File: config.mk
export PLATFORM = sky130hd
export DESIGN_NAME = pic_vector_ctrl
export DESIGN_NICKNAME = d
export VERILOG_FILES = /design/src/rtl/pic_pkg.sv /design/src/rtl/pic_src_cell.sv /design/src/rtl/pic_prio_enc.sv /design/src/rtl/pic_vector_ctrl.sv
export SDC_FILE = /design/constraint.sdc
export NUM_CORES = 1
export LEC_CHECK = 0
export BUFFER_PORTS_ARGS = -buffer_cell sky130_fd_sc_hd__buf_4
export CORE_ASPECT_RATIO = 1.1
export CORE_MARGIN = 8
export CORE_UTILIZATION = 35
export CTS_BUF_LIST = sky130_fd_sc_hd__clkbuf_16
export DETAILED_ROUTE_END_ITERATION = 10
export HOLD_SLACK_MARGIN = 0.08
export PLACE_DENSITY = 0.6
export SYNTH_ARGS = -nofsm -noshare
export SYNTH_HDL_FRONTEND = slang
export SYNTH_HIERARCHICAL = 1
export SYNTH_SLANG_ARGS = --single-unit
export TNS_END_PERCENT = 1
File: constraint.sdc
create_clock -name clk -period 2.95 [get_ports clk]
set_input_delay 0.59 -clock clk [delete_from_list [all_inputs] [get_ports clk]]
set_output_delay 0.59 -clock clk [all_outputs]
set_load 0.01 [all_outputs]
File: src/rtl/pic_pkg.sv
// Package: shared constants and the source map of the interrupt controller.
// Assumes exactly 64 sources spread over two 32-bit register words.
package pic_pkg;

    localparam int NUM_SRC = 64;
    localparam int WORD_W  = 32;
    localparam int ID_W    = $clog2(NUM_SRC);

    // Register byte offsets
    localparam int ADR_MASK_HI = 'h00;
    localparam int ADR_MASK_LO = 'h04;
    localparam int ADR_PEND_HI = 'h08;
    localparam int ADR_PEND_LO = 'h0C;
    localparam int ADR_SENSE   = 'h10;
    localparam int ADR_VECTOR  = 'h14;

    // Edge-select bits that exist (31..16 and 14..8)
    localparam logic [WORD_W-1:0] SENSE_IMPL = 32'hFFFF_7F00;

    typedef enum logic [1:0] {
        SRC_INTERNAL = 2'd0,
        SRC_EXTLINE  = 2'd1,
        SRC_PORTPIN  = 2'd2
    } src_class_e;

    // Register word (0 = high, 1 = low) that holds a source
    function automatic int map_word(int s);
        if (s < 16)      return 1;
        else if (s < 32) return 0;
        else if (s < 48) return 1;
        else             return 0;
    endfunction

    // Bit position of a source inside its word
    function automatic int map_bit(int s);
        if (s == 0)      return 0;
        else if (s < 16) return 16 - s;
        else if (s < 19) return 18 - s;
        else if (s < 31) return 33 - s;
        else if (s == 31) return 15;
        else if (s < 48) return 63 - s;
        else             return s - 32;
    endfunction

    // Sense class of a source
    function automatic src_class_e class_of(int s);
        if (s >= 19 && s <= 25)      return SRC_EXTLINE;
        else if (s >= 48 && s <= 63) return SRC_PORTPIN;
        else                         return SRC_INTERNAL;
    endfunction

    // Edge-select bit of a source (0 for internal, which never stores it)
    function automatic int sense_bit(int s);
        if (s >= 19 && s <= 25)      return 33 - s;
        else if (s >= 48 && s <= 63) return s - 32;
        else                         return 0;
    endfunction

endpackage

File: src/rtl/pic_src_cell.sv
// Module: one interrupt source. It synchronizes the raw input, detects
// edges and produces the pending bit for its sense class.
// Assumes an idle-high input; the synchronizer resets to 1 so that reset
// release never fakes an edge. SYNC_STAGES must be at least 2.
module pic_src_cell #(
    parameter pic_pkg::src_class_e CLS = pic_pkg::SRC_INTERNAL,
    parameter int SYNC_STAGES = 2
) (
    input  logic clk,
    input  logic rst_n,
    input  logic raw_i,
    input  logic edge_sel_i,
    input  logic clr_i,
    output logic pend_o
);
    localparam bit IS_PORT = (CLS == pic_pkg::SRC_PORTPIN);
    localparam bit IS_EXT  = (CLS == pic_pkg::SRC_EXTLINE);

    logic [SYNC_STAGES-1:0] sync_q;
    logic prev_q;
    logic latch_q;
    logic cur, fall, rise, edge_mode, evt;

    // Shift the raw input through the synchronizer chain
    always_ff @(posedge clk) begin
        if (!rst_n) sync_q <= '1;
        else        sync_q <= {sync_q[SYNC_STAGES-2:0], raw_i};
    end

    // Keep the previous synchronized value for edge detection
    always_ff @(posedge clk) begin
        if (!rst_n) prev_q <= 1'b1;
        else        prev_q <= cur;
    end

    // Decide the mode and which events count
    always_comb begin
        cur       = sync_q[SYNC_STAGES-1];
        fall      = prev_q & ~cur;
        rise      = ~prev_q & cur;
        edge_mode = IS_PORT | (IS_EXT & edge_sel_i);
        if (IS_PORT)     evt = edge_sel_i ? fall : (fall | rise);
        else if (IS_EXT) evt = edge_sel_i & fall;
        else             evt = 1'b0;
    end

    // Sticky capture: a new event wins over a clear in the same cycle
    always_ff @(posedge clk) begin
        if (!rst_n)          latch_q <= 1'b0;
        else if (!edge_mode) latch_q <= 1'b0;
        else if (evt)        latch_q <= 1'b1;
        else if (clr_i)      latch_q <= 1'b0;
    end

    // Edge modes report the capture, level mode reports the low input
    assign pend_o = edge_mode ? latch_q : ~cur;

    a_r6_edge_hold: assert property (@(posedge clk) disable iff (!rst_n)
        (edge_mode && latch_q && !clr_i) |=> latch_q);

    a_r6_w1c_clears: assert property (@(posedge clk) disable iff (!rst_n)
        (edge_mode && clr_i && !evt) |=> !latch_q);

endmodule

File: src/rtl/pic_prio_enc.sv
// Module: fixed-priority encoder with a registered result. The lowest set
// request index wins. The caller keeps index 0 clear when 0 means "none".
module pic_prio_enc #(
    parameter int N    = 64,
    parameter int ID_W = $clog2(N)
) (
    input  logic            clk,
    input  logic            rst_n,
    input  logic [N-1:0]    req_i,
    output logic [ID_W-1:0] id_o,
    output logic            any_o
);
    localparam logic [N-1:0] ONE = {{(N-1){1'b0}}, 1'b1};

    logic [ID_W-1:0] id_c;
    logic            any_c;

    // Scan from the top so the lowest set index is the one that remains
    always_comb begin
        id_c  = '0;
        any_c = 1'b0;
        for (int i = N - 1; i >= 0; i--) begin
            if (req_i[i]) begin
                id_c  = ID_W'(i);
                any_c = 1'b1;
            end
        end
    end

    // Register the winner every clock
    always_ff @(posedge clk) begin
        if (!rst_n) begin
            id_o  <= '0;
            any_o <= 1'b0;
        end else begin
            id_o  <= id_c;
            any_o <= any_c;
        end
    end

    a_r7_lowest_wins: assert property (@(posedge clk) disable iff (!rst_n)
        any_c |-> (req_i[id_c] && ((req_i & ((ONE << id_c) - ONE)) == '0)));

endmodule

File: src/rtl/pic_vector_ctrl.sv
// Module: top of the vectored interrupt controller. It holds the mask and
// edge-select registers, maps the sources onto the register words, decodes
// acknowledge writes and presents the vector and the request line.
// Assumes a single-cycle write strobe and combinational reads.
module pic_vector_ctrl #(
    parameter int ADDR_W      = 5,
    parameter int SYNC_STAGES = 2
) (
    input  logic                         clk,
    input  logic                         rst_n,
    input  logic [ADDR_W-1:0]            bus_addr,
    input  logic                         bus_we,
    input  logic [pic_pkg::WORD_W-1:0]   bus_wdata,
    output logic [pic_pkg::WORD_W-1:0]   bus_rdata,
    input  logic [pic_pkg::NUM_SRC-1:0]  src_raw,
    output logic                         irq_req
);
    import pic_pkg::*;

    localparam logic [ADDR_W-1:0] A_MASK_HI = ADDR_W'(ADR_MASK_HI);
    localparam logic [ADDR_W-1:0] A_MASK_LO = ADDR_W'(ADR_MASK_LO);
    localparam logic [ADDR_W-1:0] A_PEND_HI = ADDR_W'(ADR_PEND_HI);
    localparam logic [ADDR_W-1:0] A_PEND_LO = ADDR_W'(ADR_PEND_LO);
    localparam logic [ADDR_W-1:0] A_SENSE   = ADDR_W'(ADR_SENSE);
    localparam logic [ADDR_W-1:0] A_VECTOR  = ADDR_W'(ADR_VECTOR);

    logic [1:0][WORD_W-1:0] mask_q;
    logic [WORD_W-1:0]      sense_q;
    logic [1:0][WORD_W-1:0] pend_w;
    logic [NUM_SRC-1:0]     pend_s;
    logic [NUM_SRC-1:0]     act_s;
    logic [ID_W-1:0]        vec_id;
    logic                   vec_any;

    // Software-written mask and edge-select registers
    always_ff @(posedge clk) begin
        if (!rst_n) begin
            mask_q  <= '0;
            sense_q <= '0;
        end else if (bus_we) begin
            if (bus_addr == A_MASK_HI) mask_q[0] <= bus_wdata;
            if (bus_addr == A_MASK_LO) mask_q[1] <= bus_wdata;
            if (bus_addr == A_SENSE)   sense_q   <= bus_wdata & SENSE_IMPL;
        end
    end

    // One cell per source, placed on its mapped word and bit
    for (genvar s = 0; s < NUM_SRC; s++) begin : g_src
        localparam int W  = map_word(s);
        localparam int B  = map_bit(s);
        localparam int SB = sense_bit(s);
        localparam logic [ADDR_W-1:0] A_ACK = (W == 0) ? A_PEND_HI : A_PEND_LO;

        logic clr;
        assign clr = bus_we && (bus_addr == A_ACK) && bus_wdata[B];

        pic_src_cell #(
            .CLS         (class_of(s)),
            .SYNC_STAGES (SYNC_STAGES)
        ) u_cell (
            .clk        (clk),
            .rst_n      (rst_n),
            .raw_i      (src_raw[s]),
            .edge_sel_i (sense_q[SB]),
            .clr_i      (clr),
            .pend_o     (pend_s[s])
        );

        assign pend_w[W][B] = pend_s[s];
        if (s == 0) begin : g_reserved
            assign act_s[s] = 1'b0;
        end else begin : g_live
            assign act_s[s] = pend_s[s] & mask_q[W][B];
        end
    end

    pic_prio_enc #(
        .N    (NUM_SRC),
        .ID_W (ID_W)
    ) u_enc (
        .clk   (clk),
        .rst_n (rst_n),
        .req_i (act_s),
        .id_o  (vec_id),
        .any_o (vec_any)
    );

    assign irq_req = vec_any;

    // Read multiplexer; unused offsets read zero
    always_comb begin
        case (bus_addr)
            A_MASK_HI: bus_rdata = mask_q[0];
            A_MASK_LO: bus_rdata = mask_q[1];
            A_PEND_HI: bus_rdata = pend_w[0];
            A_PEND_LO: bus_rdata = pend_w[1];
            A_SENSE:   bus_rdata = sense_q;
            A_VECTOR:  bus_rdata = {vec_id, {(WORD_W-ID_W){1'b0}}};
            default:   bus_rdata = '0;
        endcase
    end

    a_r8_irq_matches_vec: assert property (@(posedge clk) disable iff (!rst_n)
        irq_req == (vec_id != '0));

    a_r10_src0_silent: assert property (@(posedge clk) disable iff (!rst_n)
        irq_req |-> (vec_id != '0));

    a_r9_sense_unused_zero: assert property (@(posedge clk) disable iff (!rst_n)
        (bus_addr == A_SENSE) |-> ((bus_rdata & ~SENSE_IMPL) == '0));

endmodule

==> results of run 1 <==
state kept, by name, indices dropped and copies added (netlist names):
| register | flops |
|---|---|
| g_src.u_cell/sync_q | 128 |
| mask_q | 64 |
| g_src.u_cell/prev_q | 23 |
| sense_q | 23 |
| g_src.u_cell/pend_o | 16 |
| g_src.u_cell/latch_q | 7 |
| u_enc/id_o | 6 |
| u_enc/any_o | 1 |
cell type report:
class,count,share of cell area [%]
clock buffer,30,5.57
multi-input combinational,829,38.2
inverter,74,2.06
clock inverter,26,1.43
sequential,268,39.8
tap,420,3.90
timing repair buffer,156,9.02
how the worst max path moves through the flow:
| stage | startpoint | to | slack (ps) | cells after the start |
|---|---|---|---|---|
| 2_1_floorplan | bus_addr[4] | bus_rdata[27] | 760 | 5 |
| 3_3_place_gp | bus_addr[4] | bus_rdata[17] | 300 | 6 |
| 3_5_place_dp | bus_addr[4] | bus_rdata[18] | 300 | 6 |
| 4_1_cts | bus_addr[4] | bus_rdata[18] | 290 | 6 |
| 5_1_grt | bus_addr[4] | bus_rdata[20] | 170 | 6 |
| 6_report | bus_addr[4] | bus_rdata[20] | 280 | 6 |
routing by layer:
layer | vias up | track usage (%) | share of wire [%]
met2 | 193 | 24.4 | 47
met5 | - | 0 | 0.046
li1 | 4433 | - | -
met4 | 2 | 3.98 | 2.2
met3 | 49 | 3.20 | 6.0
met1 | 3923 | 18.8 | 45
power by group through the flow:
| stage | logic [mW] | registers, mW | clock network (mW) |
|---|---|---|---|
| floorplan | 0.250 | 3.84 | 0 |
| global placement | 0.466 | 3.86 | 0 |
| detailed placement | 0.473 | 3.86 | 0 |
| CTS | 0.475 | 3.78 | 3.60 |
| global route | 0.519 | 3.79 | 3.75 |
| finish | 0.467 | 3.78 | 3.49 |
worst reg2reg max path: cells and delay by family, from the launching register on:
kind	cells	cell delay, ps
AND/OR/NAND/NOR	4	1080
flip-flops	1	390
AO/OA/AOI/OAI	1	350
multiplexers	1	120
stage by stage:
stage | instances | hold WS (ps) | util [%] | cell area, µm² | power, mW
finish | 1803 | 218 | 43.2 | 13500 | 7.74
floorplan | 1220 | 386 | - | 11000 | 4.09
detailed placement | 1747 | 391 | 40.2 | 12500 | 4.33
CTS | 1803 | 191 | 43.2 | 13500 | 7.86
global route | 1803 | 197 | 43.2 | 13500 | 8.06
global placement | 1747 | 388 | 40.2 | 12500 | 4.33
==> metrics.md, run 1 <==
| Metric | Value |
|---|---|
| Core Region | 31200 µm² |
| RSZ-0062 raised after global routing | false |
| DIE HEIGHT | 202 µm |
| Worst r2r src | sense_q[12] |
| Clock Sinks | ~270 |
| End of the worst register-to-register path | u_enc/any_o |
| TritonCTS Buffers | 30 |
| Overall fraction of global-route tracks in use | approximately 15% |
| Class of the worst hold path | in2reg |
| Pin count of the biggest net entering global routing | approximately 130 |
| Antenna Diode Count | 0 |
| Number of detailed-route iterations in the first pass | 5 |
| Largest vdd supply drop | 400 µV |
| Startpoint type of the worst setup path | input pin |
| Area taken by multi-input logic gates | slightly above 5000 µm² |
| FMAX | between 300 and 400 MHz |
| Proportion of power drawn by flip-flops and latches | roughly 49% |
| Routability-driven placement congestion ratio | a little under 0.9 |
| Switching fraction of total power | a little under a quarter |
| Mean instance size in the synthesized netlist | just over 9 µm² |
| Worst setup slack after placement | about 300 ps |
| Startpoint of the lowest-slack hold path | src_raw[57] |
| Leakage power | 5.77 nW |
| Portion of the clock cycle consumed by the worst path in the final layout | 90.5% |
| Setup slack, reg-to-reg | about 900 ps |
| Hold buffer count at cts | 0 |
| Routed vias | between 8000 and 9000 |
| Clock group share of total power | 45.1% |
| Number of buffers on the longest clock path | 3 |
| Comb pwr share | under 10% |
| Sum of net half-perimeters after detailed placement | 20.0 mm |
| Per-cell routed wire length | roughly 16 µm |
| Number of antenna violations at the first check in global routing | 1 |
| Setup_tns | 0 ps |
| Post-route setup slack | roughly 280 ps |
| Area growth, synth to finish | 22.1% |
| End point of the worst hold path | g_src[57].u_cell/sync_q[0] |
| Die width | approximately 190 µm |
| Start-to-end type of the worst setup path | in2out |
| Worst slew slack as a fraction of its limit | approximately 47% |
| Gate family responsible for the most delay along the worst path | buffers and inverters |
| Reported max-cap violation count | 0 |
| Clock input transition at the sequential cells of the worst setup and hold paths | around 60 ps |
| Worst clock skew | about 5.0 ps |
| H-tree levels | 1 |
| Number of warning messages in the yosys log | 6 |
| Reg2reg path depth | 6 |
| Final Critical Period | roughly 2700 ps |
| Buffers inserted during post-CTS setup optimization | 0 |
| Number of routed nets with antenna violations | 0 |
| GRT Residual Overflow | 0 |
| Worst path slowest cell | nand2_2 |
| Total of endpoints with negative setup slack in the final report | 0 |
| Most prevalent standard cell on the critical path | buf_4 |
| CP max stage delay | around 320 ps |
| Leading cell type in the layout, fill and taps excluded | dfxtp_1 |
| Count of standard-cell rows | between 60 and 70 |
| Power density of the placed cells | around 570 nW/µm² |
| Worst Hold Path Cells | 2 |
| Crit path cell chain | buf_4, nor2b_1, nand2_2, buf_4, o221ai_1, buf_4 |
| Worst-margin pin slew | slightly below 800 ps |
| Sort of element at the end of the critical path | primary output |
| Share of cells above drive strength 1 | between 10% and 20% |
| Post-Synthesis Cells | 1219 |
| Nets | 1479 |
| CP required | roughly 2400 ps |
| Total standard cell area after synthesis | about 11000 µm² |
| Total die area | approximately 37000 µm² |
| Vias in the first global route | ~8500 |
| Arrival time at the worst endpoint | around 2100 ps |
| Clock tree root buffer cell | clkbuf_16 |
| Buf+Inv Stages, Crit Path | 3 |
| Count of pins over their slew limit | 0 |
| Reported net switching power | 1.74 mW |
| Initial Utilization | 35.4% |
| Vias/cell | ~4.8 |
| Clock tree from TritonCTS | yes |
| I/O pin cnt | approximately 140 |
| Wirelength, routed | roughly 28 mm |
| Top library cells by usage in the layout, fill and taps aside | 268 x dfxtp_1, 152 x buf_4, 145 x nand2b_1, 106 x and2_1, 94 x nand3_1 |
| Area of all sequential standard cells | 5370 µm² |
| Fillers | 3128 |
| Final hold viol count | 0 |
| Cell-internal power | 5.99 mW |
| Result of the run | completed |
| Number of instances resized during post-cts repair | 0 |
| Remaining DRCs | 0 |
| Global-route wire length before repair | 44.4 mm |
| Count of routing violations after the opening detailed-route iteration | between 400 and 500 |
| Highest fanout seen on the critical path | 17 |
| Count of input and output buffers | 136 |
| Clock latency on the worst-skew pair | 550 ps |
Power figures use the tool's default switching activity.
==> inputs of run 2 (changes only) <==
clock period = 3.3 ns   (was 2.95 ns; I/O delays follow)
==> metrics.md, run 2 (synthesis gave the netlist of run 1 again) <==
| Metric | Value |
|---|---|
| Reported net switching power | 1.56 mW |
| Number of buffers on the longest clock path | 3 |
| Area growth, synth to finish | 23.4% |
| Number of instances resized during post-cts repair | 0 |
| Worst-margin pin slew | around 800 ps |
| Clock tree from TritonCTS | yes |
| Wirelength, routed | approximately 28 mm |
| Total die area | 37500 µm² |
| Largest vdd supply drop | 385 µV |
| Clock input transition at the sequential cells of the worst setup and hold paths | approximately 60 ps |
| Sum of net half-perimeters after detailed placement | about 20 mm |
| Count of pins over their slew limit | 0 |
| Count of input and output buffers | 136 |
| Area of all sequential standard cells | approximately 5400 µm² |
| Area taken by multi-input logic gates | ~5200 µm² |
| Top Registers | g_src.u_cell/sync_q (128), mask_q (64) |
| Number of detailed-route iterations in the first pass | 5 |
| Vias in the first global route | roughly 8400 |
| Pin count of the biggest net entering global routing | between 100 and 150 |
| Count of standard-cell rows | between 60 and 70 |
| Top library cells by usage in the layout, fill and taps aside | 268 x dfxtp_1, 152 x buf_4, 145 x nand2b_1, 106 x and2_1, 94 x nand3_1 |
| Total of endpoints with negative setup slack in the final report | 0 |
| Portion of the clock cycle consumed by the worst path in the final layout | about four fifths |
| Worst slew slack as a fraction of its limit | a little under half |
| Initial Utilization | 35.4% |
| Core Region | 31200 µm² |
| Remaining DRCs | 0 |
| Vias/cell | between 4 and 5 |
| Die width | between 150 and 200 µm |
| Start-to-end type of the worst setup path | in2out |
| Nets | roughly 1500 |
| Final hold viol count | 0 |
| Final non-filler cell area | 13600 µm² |
| Worst setup slack after placement | about 640 ps |
| Post-route setup slack | roughly 630 ps |
| FMAX | about 380 MHz |
| Register ranked first by flip-flop count | g_src.u_cell/sync_q |
| Reported max-cap violation count | 0 |
| H-tree levels | 1 |
| Clock Sinks | 268 |
| Clock group share of total power | between 40% and 50% |
| Global-route wire length before repair | about 44 mm |
| Hold buffer count at cts | 0 |
| RSZ-0062 raised after global routing | false |
| Leakage power | between 5 and 6 nW |
| Routed vias | between 8000 and 9000 |
| Fillers | between 3000 and 4000 |
| Result of the run | completed |
| DIE HEIGHT | a little over 200 µm |
| Count of routing violations after the opening detailed-route iteration | approximately 580 |
| Power density of the placed cells | 540 nW/µm² |
| Share of cells above drive strength 1 | around 16% |
| TritonCTS Buffers | 30 |
| Cell-internal power | slightly below 6 mW |
| Startpoint type of the worst setup path | input pin |
| CP required | 2640 ps |
| Number of flip-flops in the largest register | 128 |
| Setup slack, reg-to-reg | ~1200 ps |
| GRT Residual Overflow | 0 |
| Worst clock skew | around 6.6 ps |
| Buffers inserted during post-CTS setup optimization | 0 |
| Final Critical Period | 2670 ps |
| Clock tree root buffer cell | clkbuf_16 |
| Number of routed nets with antenna violations | 0 |
| Comb pwr share | 5.7% |
| Sort of element at the end of the critical path | primary output |
| Routability-driven placement congestion ratio | approximately 0.87 |
| Clock latency on the worst-skew pair | approximately 540 ps |
| Highest fanout seen on the critical path | 15 |
| I/O pin cnt | between 100 and 150 |
| Post-Place Cell Area | between 10000 and 15000 µm² |
| Class of the worst hold path | in2reg |
| Proportion of power drawn by flip-flops and latches | a little under half |
| Overall fraction of global-route tracks in use | around 15% |
| Leading cell type in the layout, fill and taps excluded | dfxtp_1 |
| Arrival time at the worst endpoint | between 2000 and 2500 ps |
| Switching fraction of total power | a little over a fifth |
| Per-cell routed wire length | roughly 16 µm |
| Setup_tns | 0 ps |
| Number of antenna violations at the first check in global routing | 1 |
-- run 2: layout make-up --
cell class              instances  area share [%]
diodes                          1          0.0184
clock inverters                25            2.22
multi-input cells             829            37.8
inverters                      74            2.04
clock buffers                  31            5.70
well taps                     420            3.86
flip-flops and latches        268            39.4
repair buffers                156            8.93
-- run 2: power by group through the flow --
| stage | Combinational [mW] | Sequential, mW | Clock, mW |
|---|---|---|---|
| after floorplan | 0.223 | 3.44 | 0 |
| after CTS | 0.423 | 3.38 | 3.66 |
| final | 0.416 | 3.38 | 3.56 |
| after global routing | 0.463 | 3.39 | 3.79 |
| after global placement | 0.416 | 3.45 | 0 |
| after detailed placement | 0.421 | 3.45 | 0 |
-- run 2: routing by layer --
metal	global-route usage [%]	vias to the layer above	wire length [µm]
met4	3.72	2	615
met2	24.3	190	13100
met5	0	-	13
met1	19.0	3998	12900
met3	2.86	50	1560
li1	-	4428	-
-- run 2: final timing paths --
check | startpoint | endpoint | cells past startpoint
max | bus_addr[4] | bus_rdata[26] | 6
min | src_raw[42] | g_src[42].u_cell/sync_q[0] | 2
max reg2reg | sense_q[12] | u_enc/any_o | 6
min reg2reg | g_src[19].u_cell/sync_q[0] | g_src[19].u_cell/sync_q[1] | 1
-- run 2: worst max-delay path: stages --
cell and delay, ps:
buf_4 270, nor2_4 100, and3_1 200, buf_4 200, a221o_1 400, buf_4 160
-- run 2: metrics by stage --
step / cells / power, mW / util (%) / hold slack (ps)
2_1_floorplan: 1220 / 3.66 / - / 386
3_3_place_gp: 1747 / 3.87 / 40.2 / 387
3_5_place_dp: 1747 / 3.87 / 40.2 / 391
4_1_cts: 1803 / 7.46 / 43.6 / 263
5_1_grt: 1803 / 7.64 / 43.6 / 268
6_report: 1804 / 7.35 / 43.6 / 295
==> inputs of run 3 (changes only) <==
clock period = 2.8 ns   (was 3.3 ns; I/O delays follow)
==> metrics.md, run 3 (synthesis gave the netlist of run 1 again) <==
| Metric | Value |
|---|---|
| Result of the run | completed |
| Sum of net half-perimeters after detailed placement | around 20 mm |
| Number of instances resized during post-cts repair | 0 |
| Area growth, synth to finish | 21.9% |
| Remaining DRCs | 0 |
| Initial Utilization | 35.4% |
| H-tree levels | 1 |
| I/O pin cnt | between 100 and 150 |
| Core Region | 31200 µm² |
| Count of pins over their slew limit | 0 |
| Proportion of power drawn by flip-flops and latches | roughly 50% |
| Per-cell routed wire length | around 16 µm |
| Class of the worst hold path | in2reg |
| Pin count of the biggest net entering global routing | about 120 |
| Final Critical Period | 2520 ps |
| Leakage power | 5.75 nW |
| Number of buffers on the longest clock path | 3 |
| Number of detailed-route iterations in the first pass | 4 |
| Overall fraction of global-route tracks in use | ~15% |
| Highest fanout seen on the critical path | 12 |
| Clock tree from TritonCTS | yes |
| Setup_tns | 0 ps |
| Wirelength, routed | 28.5 mm |
| GRT Residual Overflow | 0 |
| FMAX | roughly 400 MHz |
| TritonCTS Buffers | 29 |
| Worst slew slack as a fraction of its limit | about half |
| Global-route wire length before repair | ~45 mm |
| Routability-driven placement congestion ratio | approximately 0.9 |
| DIE HEIGHT | between 200 and 250 µm |
| Post-route setup slack | approximately 280 ps |
| Total of endpoints with negative setup slack in the final report | 0 |
| Start-to-end type of the worst setup path | in2out |
| Top library cells by usage in the layout, fill and taps aside | 268 x dfxtp_1, 154 x buf_4, 145 x nand2b_1, 106 x and2_1, 94 x nand3_1 |
| Worst hold slack across all endpoints | between 150 and 200 ps |
| Total die area | ~37000 µm² |
| Number of flip-flops in the largest register | roughly 130 |
| CP required | between 2000 and 2500 ps |
| Power density of the placed cells | around 600 nW/µm² |
| Share of cells above drive strength 1 | around 16% |
| Vias/cell | 4.79 |
| Die width | 185 µm |
| Leading cell type in the layout, fill and taps excluded | dfxtp_1 |
| Nets | ~1500 |
| Count of routing violations after the opening detailed-route iteration | 435 |
| Routed vias | approximately 8600 |
| Sort of element at the end of the critical path | primary output |
| Arrival time at the worst endpoint | between 1500 and 2000 ps |
| Count of standard-cell rows | 68 |
| Number of routed nets with antenna violations | 0 |
| Clock tree root buffer cell | clkbuf_16 |
| Clock Sinks | between 200 and 300 |
| Buffers inserted during post-CTS setup optimization | 0 |
| Reported max-cap violation count | 0 |
| Switching fraction of total power | approximately 22% |
| Portion of the clock cycle consumed by the worst path in the final layout | roughly nine tenths |
| Top Registers | g_src.u_cell/sync_q (128), mask_q (64) |
| Clock latency on the worst-skew pair | 550 ps |
| Cell-internal power | a little over 6 mW |
| Largest vdd supply drop | between 300 and 400 µV |
| Final hold viol count | 0 |
| Worst clock skew | between 20 and 25 ps |
| Count of input and output buffers | roughly 140 |
| Hold buffer count at cts | 0 |
| Number of antenna violations at the first check in global routing | 1 |
| Clock group share of total power | between 40% and 50% |
| Reported net switching power | between 1.5 and 2 mW |
| Register ranked first by flip-flop count | g_src.u_cell/sync_q |
| Clock input transition at the sequential cells of the worst setup and hold paths | around 60 ps |
| Startpoint type of the worst setup path | input pin |
| Vias in the first global route | ~8600 |
| Worst-margin pin slew | about 770 ps |
| RSZ-0062 raised after global routing | false |
| Comb pwr share | between 6 and 7% |
| Worst setup slack after placement | around 300 ps |
-- run 3: final timing paths --
check	startpoint	endpoint	slack, ps	cells past startpoint
worst min register to register	g_src[6].u_cell/sync_q[0]	g_src[6].u_cell/sync_q[1]	400	1
worst min-delay path	src_raw[43]	g_src[43].u_cell/sync_q[0]	190	2
worst max-delay path	bus_addr[2]	bus_rdata[17]	280	8
worst max register to register	sense_q[13]	u_enc/any_o	770	6
-- run 3: layout make-up --
class | count | area (µm²)
inverter | 74 | 278
multi-input combinational | 829 | 5150
sequential | 268 | 5370
clock inverter | 20 | 148
timing repair buffer | 159 | 1250
clock buffer | 29 | 726
antenna | 1 | 2.50
tap | 420 | 526
fill | 3125 | 17800
-- run 3: through the flow --
stage	std cells	power [mW]	instance area (µm²)	utilization (%)
detailed placement	1750	4.57	12600	40.3
global route	1799	8.37	13400	43.1
finish	1800	8.02	13500	43.1
floorplan	1220	4.31	11000	-
CTS	1799	8.14	13400	43.1
global placement	1750	4.56	12600	40.3
-- run 3: power by group through the flow --
stage	registers (mW)	clock network [mW]	logic [mW]
3_5_place_dp	4.06	0	0.501
3_3_place_gp	4.06	0	0.495
2_1_floorplan	4.05	0	0.263
5_1_grt	3.99	3.83	0.552
6_report	3.98	3.54	0.497
4_1_cts	3.98	3.66	0.504
-- run 3: worst max-delay path, stage by stage --
cell and delay, ps:
buf_4 160, nor3_4 270, buf_4 220, and2_1 140, buf_4 230, nand2_1 80, o221ai_1 100, buf_4 180
-- run 3: routing by layer --
metal / share of wire, % / up-vias / GRT usage [%]
li1: - / 4436 / -
met1: 45 / 3946 / 19.0
met2: 46 / 191 / 24.4
met3: 6.2 / 49 / 3.02
met4: 2.4 / 2 / 4.58
met5: 0.046 / - / 0
